==> src/rtl/berr_pkg.sv <==
package berr_pkg;
    localparam int ADDR_W = 32;
    localparam int SIZE_W = 4;
    localparam int TYPE_W = 3;

    typedef enum logic [2:0] {
        OFF_DET = 3'd0,
        OFF_OWN = 3'd1,
        OFF_RNW = 3'd2,
        OFF_LCK = 3'd3,
        OFF_ADR = 3'd4,
        OFF_BE  = 3'd5,
        OFF_SZT = 3'd6,
        OFF_CTL = 3'd7
    } reg_off_e;

    localparam int CTL_IE   = 0;
    localparam int CTL_SRST = 1;
    localparam int CTL_TEST = 2;

    typedef struct packed {
        logic [ADDR_W-1:0] addr;
        logic [SIZE_W-1:0] size;
        logic [TYPE_W-1:0] kind;
    } rec_t;

    function automatic logic [31:0] pack_szt(input logic [SIZE_W-1:0] size,
                                             input logic [TYPE_W-1:0] kind);
        return {25'd0, kind, size};
    endfunction
endpackage

==> src/rtl/berr_status.sv <==
module berr_status #(
    parameter int NM     = 4,
    parameter int MIDX_W = 2
) (
    input  logic              clk,
    input  logic              clr,
    input  logic              to_valid,
    input  logic [MIDX_W-1:0] to_master,
    input  logic              to_rnw,
    input  logic              to_lock,
    input  logic [NM-1:0]     w1c,
    output logic [NM-1:0]     det,
    output logic [NM-1:0]     own,
    output logic [NM-1:0]     rnw,
    output logic [NM-1:0]     lck,
    output logic              rec_capture
);
    logic rec_locked;
    assign rec_locked  = |(own & lck);
    assign rec_capture = to_valid && !rec_locked;

    for (genvar i = 0; i < NM; i++) begin : g_mst
        logic hit;
        assign hit = to_valid && (to_master == MIDX_W'(i));
        always_ff @(posedge clk) begin
            if (clr) begin
                det[i] <= 1'b0;
                own[i] <= 1'b0;
                rnw[i] <= 1'b0;
                lck[i] <= 1'b0;
            end else if (w1c[i]) begin
                det[i] <= 1'b0;
                own[i] <= 1'b0;
                rnw[i] <= 1'b0;
                lck[i] <= 1'b0;
            end else begin
                if (hit && !lck[i]) begin
                    det[i] <= 1'b1;
                    rnw[i] <= to_rnw;
                    lck[i] <= to_lock;
                end
                if (rec_capture) own[i] <= hit;
            end
        end
    end
endmodule

==> src/rtl/berr_record.sv <==
module berr_record
    import berr_pkg::*;
#(
    parameter int BE_W = 8
) (
    input  logic            clk,
    input  logic            clr,
    input  logic            capture,
    input  rec_t            cap_rec,
    input  logic [BE_W-1:0] cap_be,
    input  logic            we_addr,
    input  logic            we_be,
    input  logic            we_szt,
    input  logic [31:0]     wdata,
    output rec_t            rec,
    output logic [BE_W-1:0] be
);
    always_ff @(posedge clk) begin
        if (clr) begin
            rec <= '0;
            be  <= '0;
        end else if (capture) begin
            rec <= cap_rec;
            be  <= cap_be;
        end else begin
            if (we_addr) rec.addr <= wdata[ADDR_W-1:0];
            if (we_be)   be       <= wdata[BE_W-1:0];
            if (we_szt) begin
                rec.size <= wdata[SIZE_W-1:0];
                rec.kind <= wdata[SIZE_W+TYPE_W-1:SIZE_W];
            end
        end
    end
endmodule

==> src/rtl/berr_regif.sv <==
module berr_regif
    import berr_pkg::*;
#(
    parameter int           NM   = 4,
    parameter int           AW   = 10,
    parameter int           DW   = 32,
    parameter int           BE_W = 8,
    parameter logic [AW-1:0] BASE = 10'h040
) (
    input  logic            clk,
    input  logic            rst,
    input  logic [AW-1:0]   reg_addr,
    input  logic            reg_rd,
    input  logic            reg_wr,
    input  logic [DW-1:0]   reg_wdata,
    output logic            reg_ack,
    output logic [DW-1:0]   reg_rdata,
    input  logic [NM-1:0]   det,
    input  logic [NM-1:0]   own,
    input  logic [NM-1:0]   rnw,
    input  logic [NM-1:0]   lck,
    input  rec_t            rec,
    input  logic [BE_W-1:0] be,
    output logic            ie,
    output logic            srst,
    output logic [NM-1:0]   w1c,
    output logic            we_addr,
    output logic            we_be,
    output logic            we_szt
);
    logic     hit, wr_en, test_q, clr;
    reg_off_e off;
    logic [DW-1:0] mux;

    assign hit   = (reg_addr[AW-1:3] == BASE[AW-1:3]);
    assign off   = reg_off_e'(reg_addr[2:0]);
    assign wr_en = reg_wr && hit;
    assign srst  = wr_en && (off == OFF_CTL) && reg_wdata[CTL_SRST];
    assign clr   = rst || srst;
    assign w1c   = (wr_en && off == OFF_DET) ? reg_wdata[NM-1:0] : '0;
    assign we_addr = wr_en && test_q && (off == OFF_ADR);
    assign we_be   = wr_en && test_q && (off == OFF_BE);
    assign we_szt  = wr_en && test_q && (off == OFF_SZT);

    always_ff @(posedge clk) begin
        if (clr) begin
            ie     <= 1'b1;
            test_q <= 1'b0;
        end else if (wr_en && off == OFF_CTL) begin
            ie     <= reg_wdata[CTL_IE];
            test_q <= reg_wdata[CTL_TEST];
        end
    end

    always_comb begin
        case (off)
            OFF_DET: mux = DW'(det);
            OFF_OWN: mux = DW'(own);
            OFF_RNW: mux = DW'(rnw);
            OFF_LCK: mux = DW'(lck);
            OFF_ADR: mux = DW'(rec.addr);
            OFF_BE:  mux = DW'(be);
            OFF_SZT: mux = DW'(pack_szt(rec.size, rec.kind));
            default: mux = DW'({test_q, 1'b0, ie});
        endcase
    end

    always_ff @(posedge clk) begin
        if (rst) begin
            reg_ack   <= 1'b0;
            reg_rdata <= '0;
        end else begin
            reg_ack   <= (reg_rd || reg_wr) && hit;
            reg_rdata <= (reg_rd && hit) ? mux : '0;
        end
    end
endmodule

==> src/rtl/berr_logger.sv <==
module berr_logger
    import berr_pkg::*;
#(
    parameter int            NM           = 4,
    parameter int            DATA_W       = 64,
    parameter int            AW           = 10,
    parameter int            DW           = 32,
    parameter logic [AW-1:0] BASE         = 10'h040,
    parameter bit            IRQ_ACT_HIGH = 1'b1,
    localparam int           MIDX_W       = (NM > 1) ? $clog2(NM) : 1,
    localparam int           BE_W         = DATA_W / 8
) (
    input  logic              clk,
    input  logic              rst,
    input  logic [AW-1:0]     reg_addr,
    input  logic              reg_rd,
    input  logic              reg_wr,
    input  logic [DW-1:0]     reg_wdata,
    output logic              reg_ack,
    output logic [DW-1:0]     reg_rdata,
    input  logic              to_valid,
    input  logic [MIDX_W-1:0] to_master,
    input  logic [31:0]       to_addr,
    input  logic [BE_W-1:0]   to_be,
    input  logic [3:0]        to_size,
    input  logic [2:0]        to_type,
    input  logic              to_rnw,
    input  logic              to_lock,
    output logic              irq
);
    logic [NM-1:0]   det, own, rnw, lck, w1c;
    logic            ie, srst, clr, rec_capture, we_addr, we_be, we_szt, irq_q;
    rec_t            rec, cap_rec;
    logic [BE_W-1:0] be;

    assign clr     = rst || srst;
    assign cap_rec = '{addr: to_addr, size: to_size, kind: to_type};

    berr_status #(.NM(NM), .MIDX_W(MIDX_W)) u_status (
        .clk(clk), .clr(clr), .to_valid(to_valid), .to_master(to_master),
        .to_rnw(to_rnw), .to_lock(to_lock), .w1c(w1c),
        .det(det), .own(own), .rnw(rnw), .lck(lck), .rec_capture(rec_capture)
    );

    berr_record #(.BE_W(BE_W)) u_record (
        .clk(clk), .clr(clr), .capture(rec_capture), .cap_rec(cap_rec), .cap_be(to_be),
        .we_addr(we_addr), .we_be(we_be), .we_szt(we_szt), .wdata(reg_wdata[31:0]),
        .rec(rec), .be(be)
    );

    berr_regif #(.NM(NM), .AW(AW), .DW(DW), .BE_W(BE_W), .BASE(BASE)) u_regif (
        .clk(clk), .rst(rst), .reg_addr(reg_addr), .reg_rd(reg_rd), .reg_wr(reg_wr),
        .reg_wdata(reg_wdata), .reg_ack(reg_ack), .reg_rdata(reg_rdata),
        .det(det), .own(own), .rnw(rnw), .lck(lck), .rec(rec), .be(be),
        .ie(ie), .srst(srst), .w1c(w1c), .we_addr(we_addr), .we_be(we_be), .we_szt(we_szt)
    );

    always_ff @(posedge clk) begin
        if (rst) irq_q <= 1'b0;
        else     irq_q <= to_valid && ie;
    end

    assign irq = IRQ_ACT_HIGH ? irq_q : !irq_q;
endmodule

==> config.mk <==
export PLATFORM = sky130hd
export DESIGN_NAME = berr_logger
export DESIGN_NICKNAME = d
export VERILOG_FILES = /design/src/rtl/berr_pkg.sv /design/src/rtl/berr_status.sv /design/src/rtl/berr_record.sv /design/src/rtl/berr_regif.sv /design/src/rtl/berr_logger.sv
export SDC_FILE = /design/constraint.sdc
export NUM_CORES = 1
export LEC_CHECK = 0
export BUFFER_PORTS_ARGS = -buffer_cell sky130_fd_sc_hd__buf_2
export CAP_MARGIN = 20
export CORE_MARGIN = 3
export CORE_UTILIZATION = 46
export DETAILED_ROUTE_END_ITERATION = 7
export PLACE_DENSITY = 0.74
export SETUP_SLACK_MARGIN = 0.4
export SYNTH_ARGS = -nofsm -noshare
export SYNTH_HDL_FRONTEND = slang
export SYNTH_SLANG_ARGS = --single-unit
==> constraint.sdc <==
create_clock -name clk -period 1.58 [get_ports clk]
set_input_delay 0.079 -clock clk [delete_from_list [all_inputs] [get_ports clk]]
set_output_delay 0.079 -clock clk [all_outputs]
set_load 0.01 [all_outputs]
==> summary.txt, run 1 <==
Critical path
  – Worst R2R Start: u_status.own[0]
  – Reg2Reg Setup Slack: between 0.04 and 0.05 ns
  – CP required: approximately 1.8 ns
  – Setup crit start: u_status.own[0]
  – Startpoint types: flop
  – Crit path DAT: around 1.8 ns
  – CP Class: reg2reg
  – Worst Reg2Reg Path Length in Cells: 5
  – Critical path peak fanout: 38
  – Critical path capture point type: flop

Floorplan
  – Die width: around 100 um
  – Core Footprint: approximately 0.0084 mm^2
  – # rows: 33
  – Initial Utilization: ~49%
  – IO Count: roughly 130
  – Die ar.: roughly 0.010 mm^2
  – DIE HEIGHT: 101 um

Timing
  – Setup violations, final: 0
  – Max Slew Vio Count: 0
  – Setup TNS: 0 ns
  – Slew @ Worst Pin: 0.473 ns
  – Setup Skew: about 0.0093 ns
  – Crit share post-route: a little over nine tenths
  – Hold slack: 0.00818 ns
  – RSZ-0062 raised after global routing: true
  – FMAX: 0.652 GHz
  – Final hold vios: 0
  – Max-Slew Margin vs Limit: 68.3%
  – Fin crit period: roughly 1.5 ns
  – Setup WS post-layout: around 0.046 ns

Global routing
  – Total track usage: between 20 and 25%
  – Grt total ovfl: 0
  – Global-route wire length before repair: roughly 20000 um
  – Initial antenna violation count: 0
  – Busiest grt layer: met2
  – Grt met2 use: 43.1%
  – Vias in the first global route: ~4100
  – Largest net degree at the start of global routing: 52
  – Met3 usage: ~6.4%
  – GR Util met1: between 20 and 30%

Drt
  – Final WL: between 10000 and 15000 um
  – 1st-pass router iterations: 5
  – Vias/cell: roughly 5.6
  – Initial DRC count: a little over 200
  – Residual DRC: 0
  – Vias post-DR: a little over 4000
  – Antenna Nets Post-Route: 0
  – Mean routed wirelength per cell: between 15 and 20 um

Logic synthesis
  – Sequential area share after synthesis: about half
  – Share of the synthesized area in the top cell type: roughly half
  – Post-Syn Nets: around 540
  – Post-synthesis area per instance: 9.38 um^2
  – FFs w/ async S/R, synth: 0%
  – Post-synth EDFFs: 0
  – Post-Synthesis Cells: approximately 440
  – Post-synthesis cell area: 0.00411 mm^2
  – Leading area contributor after synthesis: dfxtp_1
  – Post-synthesis register bit count: 99
  – Most common cell in the synthesized netlist: dfxtp_1
  – Ys Warns: 0
  – Most used DFF post-synth: dfxtp_1
  – Library cells used by synthesis: 40
  – Commonest cells in the netlist: dfxtp_1, a21oi_1, o21ai_0, mux2i_1, and3_1
  – Largest cells by area after synthesis: dfxtp_1, mux2i_1, a21oi_1

Power and ir drop
  – Overall power: between 4 and 5 mW
  – PwrDens: about 830 mW/mm^2
  – Pleak: 2.81 nW
  – Max VDD drop: 0.525 mV

Final layout
  – Net total in the final layout: about 720
  – Area delta synth->final: 44.1%
  – Number of fill cells: between 600 and 700
  – Fin util: 70.3%
  – Layout cells sized above 1: between 30% and 40%
  – Non-filler cells, final: about 730
  – Final instance area: 0.00592 mm^2

Clock network
  – Max Root-Sink Buffers: 2
  – CTS tree: done
  – Clk slew on worst S/H paths: 0.10 ns
  – Root buffer cell: clkbuf_8
  – Clk_lat worst skew: ~0.36 ns
  – Clock sinks: 99
  – CTS buffer count: 9
  – Post-CTS Setup Bufs: 0
  – H-Tree Depth: 3

Min path
  – Worst hold path class: in2reg
  – Min-delay src: reg_wdata[10]
  – Hold depth: 3

Placement
  – IO buf count: ~130
  – GPL Wtd Cong: 0.893
  – Post-placement cell count: ~660
  – Placed inst area: between 0.005 and 0.006 mm^2
  – Post-DP HPWL: a little over 8000 um
  – DP Worst Slack: -0.00947 ns

Run status
  – Status: complete, no violations

Flow run
  – Max cap viols: 0
## per-layer routing
| metal | part of all wire [%] | vias to the layer above |
|---|---|---|
| li1 | - | 1972 |
| met1 | 41 | 1944 |
| met2 | 51 | 174 |
| met3 | 6.6 | 23 |
| met4 | 1.6 | 0 |
| met5 | 0 | - |
## cell usage in the layout, fill, tap and decap left out, types with 3 or more instances in the layout
cell | netlist | routed
buf_2 | 13 | 131
dfxtp_1 | 99 | 96
dlygate4sd3_1 | 0 | 49
a21oi_1 | 55 | 48
mux2i_1 | 38 | 38
and3_1 | 36 | 35
nor2_1 | 32 | 31
a22oi_1 | 30 | 26
o21ai_1 | 7 | 26
o21ai_2 | 0 | 17
buf_4 | 2 | 15
nor2b_1 | 9 | 9
clkbuf_8 | 0 | 9
buf_12 | 0 | 9
nand2_1 | 8 | 7
a21oi_2 | 0 | 7
and2_1 | 4 | 4
o221ai_1 | 4 | 4
nand4_1 | 4 | 4
a22oi_2 | 0 | 4
nand3_1 | 3 | 3
o21ai_4 | 0 | 3
inv_8 | 0 | 3
dfxtp_2 | 0 | 3
## flip-flops by register name (all words and copies together) (netlist names)
name	flops
u_regif.reg_ack	1
u_record.rec	39
u_regif.ie	1
u_status.lck	4
u_regif.test_q	1
u_regif.reg_rdata	32
irq	1
u_status.det	4
u_record.be	8
u_status.rnw	4
u_status.own	4
## worst paths after layout
path,end
setup / recovery,u_status.own[1]
hold / removal,u_record.rec[17]
setup reg to reg,u_status.own[1]
hold reg to reg,u_regif.reg_rdata[8]
## critical path: stages, from the launching register on
cell and delay (ns):
dfxtp_2 0.33, a22o_1 0.23, or3_4 0.44, buf_12 0.20, a22oi_2 0.16, nor2_1 0.06
## cells by family after synthesis
family	count (synthesis)	synth area share, %
multiplexers	41	10.6
flip-flops	99	48.2
buffers and inverters	39	4.35
AO/OA/AOI/OAI	149	21.6
AND/OR/NAND/NOR	110	15.2
## power by group
group          internal (mW)  switching, mW
clock                  0.617          0.949
sequential              2.60         0.0544
combinational          0.375          0.348
total                   3.59           1.35
## cell type report
| cell class | instances | area (um^2) | share of cell area [%] |
|---|---|---|---|
| diodes | 1 | 2.50 | 0.0423 |
| multi-input cells | 300 | 2150 | 36.4 |
| flip-flops and latches | 99 | 1990 | 33.5 |
| clock inverters | 7 | 67.6 | 1.14 |
| clock buffers | 9 | 124 | 2.09 |
| inverters | 2 | 7.51 | 0.127 |
| well taps | 105 | 131 | 2.22 |
| repair buffers | 205 | 1450 | 24.5 |
## what timing repair did
item                                    4_1_cts  5_1_grt
hold buffers                                 48        1
hold endpoints to repair                     42        1
pin swaps                                     3        2
endpoints found under the setup margin       54       58
resized for setup                             4       31
(Power assumes the default switching activity.)
==> inputs of run 2 (changes only) <==
CORE_UTILIZATION = 54   (was 46)
PLACE_DENSITY = 0.82   (was 0.74)
clock period = 1.8 ns   (was 1.58 ns; I/O delays follow)
==> run 2 against run 1 <==
Net effect:
- core utilization grew 8.8 points
- critical path type unchanged
- flip-flop and latch count is the same
- highest routed layer unchanged
- clock skew shrank 0.0013 ns
==> summary.txt, run 2 (synthesis results as in run 1) <==
Run status
  – Status: complete, no violations

Clock network
  – Root buffer cell: clkbuf_8
  – H-Tree Depth: 3 (unchanged)
  – Max Root-Sink Buffers: 2 (unchanged)
  – Clk_lat worst skew: 0.37 ns (about the same)
  – CTS tree: done
  – Clk slew on worst S/H paths: 0.10 ns (about the same)
  – Clock sinks: 99 (unchanged)
  – CTS buffer count: 9 (unchanged)

Power and ir drop
  – PwrDens: 751 mW/mm^2 (-10%)
  – Max VDD drop: 0.444 mV (-15%)
  – Pleak: 2.76 nW (-1.9%)
  – Overall power: 4.36 mW (-12%)

Drt
  – 1st-pass router iterations: 6 (+1)
  – Final WL: 13000 um (+4.5%)
  – Antenna Nets Post-Route: 0 (unchanged)
  – Initial DRC count: 350 (+70%)
  – Residual DRC: 0 (unchanged)
  – Vias/cell: 5.90 (+4.5%)
  – Vias post-DR: 4191 (+1.9%)
  – Mean routed wirelength per cell: 18.2 um (+7.2%)

Timing
  – Setup Skew: 0.00803 ns (-0.00131 ns)
  – Max-Slew Margin vs Limit: 66.2% (-2.1 points)
  – Fin crit period: 1.60 ns (+0.0643 ns)
  – Setup violations, final: 0 (unchanged)
  – RSZ-0062 raised after global routing: true
  – Slew @ Worst Pin: 0.503 ns (+0.0300 ns)
  – Max Slew Vio Count: 0 (unchanged)
  – FMAX: 0.626 GHz (-4.0%)
  – Setup TNS: 0 ns (unchanged)
  – Crit share post-route: 88.8% (-8.3 points)
  – Final hold vios: 0 (unchanged)

Global routing
  – Grt total ovfl: 0 (unchanged)
  – Global-route wire length before repair: 19600 um (+0.14%)
  – Initial antenna violation count: 0 (unchanged)
  – Largest net degree at the start of global routing: 52 (unchanged)
  – Vias in the first global route: 4037 (-2.4%)
  – Total track usage: 28.8% (+4.4 points)

Placement
  – Post-DP HPWL: 8060 um (-1.3%)
  – GPL Wtd Cong: 0.940 (+5.3%)
  – IO buf count: 131 (unchanged)

Floorplan
  – Die ar.: 0.00869 mm^2 (-14%)
  – # rows: 31 (-6.1%)
  – Initial Utilization: 56.1% (+7.3 points)
  – Die width: 93.2 um (-7.2%)
  – DIE HEIGHT: 93.2 um (-7.2%)
  – IO Count: 132 (unchanged)
  – Core Footprint: 0.00733 mm^2 (-13%)

Flow run
  – Max cap viols: 0 (unchanged)

Critical path
  – Critical path capture point type: flop
  – Worst R2R Start: u_status.own[0]
  – CP required: 2.05 ns (+0.22 ns)
  – Startpoint types: flop
  – Setup crit start: u_status.own[0]
  – Critical path peak fanout: 28 (-26%)
  – Crit path DAT: 1.84 ns (+0.05 ns)
  – Worst Reg2Reg Path Length in Cells: 5 (unchanged)
  – CP Class: reg2reg

Min path
  – Min-delay src: to_addr[26]
  – Worst hold path class: in2reg
  – Hold depth: 3 (unchanged)

Final layout
  – Area delta synth->final: 41.2%
  – Net total in the final layout: 703 (-1.7%)
  – Layout cells sized above 1: 37.7% (+1.9 points)
  – Most flop-heavy register: u_record.rec
  – Seq. cell area: 0.00199 mm^2 (+0.13%)
  – Leading registers by flop count: u_record.rec x39, u_regif.reg_rdata x32, u_record.be x8
  – Commonest non-fill, non-tap cell in the layout: buf_2
  – Multi-input logic area: 0.00216 mm^2 (+0.35%)
  – Commonest cells after routing, fill and taps aside: buf_2, dfxtp_1, a21oi_1
  – Max reg flops: 39 (unchanged)
  – Number of fill cells: 466 (-30%)
==> run 2: power by group <==
group	internal, mW	leakage, nW	switching [mW]
registers	2.28	0.814	0.0570
logic	0.329	1.86	0.321
clock network	0.552	0.0827	0.816
==> run 2: repair_timing <==
item,in CTS,in global routing
cloned,3,0
pin swaps,2,3
endpoints found under the hold margin,30,2
buffers inserted,9,2
setup endpoints to repair,51,51
hold buffers,31,2
gates resized for setup,18,28
==> run 2: worst max-delay path: stages, from the launching register on <==
cell and delay [ns]:
dfxtp_2 0.34, a22o_1 0.25, or3_4 0.46, buf_12 0.20, a22oi_2 0.16, nor2_1 0.06
==> run 2: cell type report <==
type / count / area share (%)
multi-input combinational: 301 / 37.3
sequential: 99 / 34.3
timing repair buffer: 192 / 22.9
clock buffer: 10 / 2.37
tap: 99 / 2.14
clock inverter: 6 / 0.863
inverter: 2 / 0.129
antenna: 1 / 0.0431
==> run 2: layer usage <==
layer	track usage (%)	share of wire [%]	vias up
met5	0	0	-
met1	35.2	38	1939
li1	-	-	1949
met4	14.3	3.8	0
met2	46.8	48	254
met3	7.40	10	49
==> run 2: through the flow <==
step           setup slack, ns  instance area (um^2)  util, %  instances  hold slack (ns)
2_1_floorplan            0.318                  4230        -        438            0.162
3_3_place_gp             0.212                  4980     67.9        646            0.315
3_5_place_dp             0.150                  4980     67.9        646            0.317
4_1_cts                  0.247                  5660     77.2        705         0.000981
5_1_grt                  0.172                  5800     79.1        709          0.00437
6_report                 0.202                  5800     79.1        710          0.00392
==> run 2: worst paths after layout <==
check	end	slack, ns
setup / recovery	u_status.own[1]	0.20
setup reg to reg	u_status.own[1]	0.20
hold / removal	u_record.rec[33]	0.004
hold reg to reg	irq	0.48
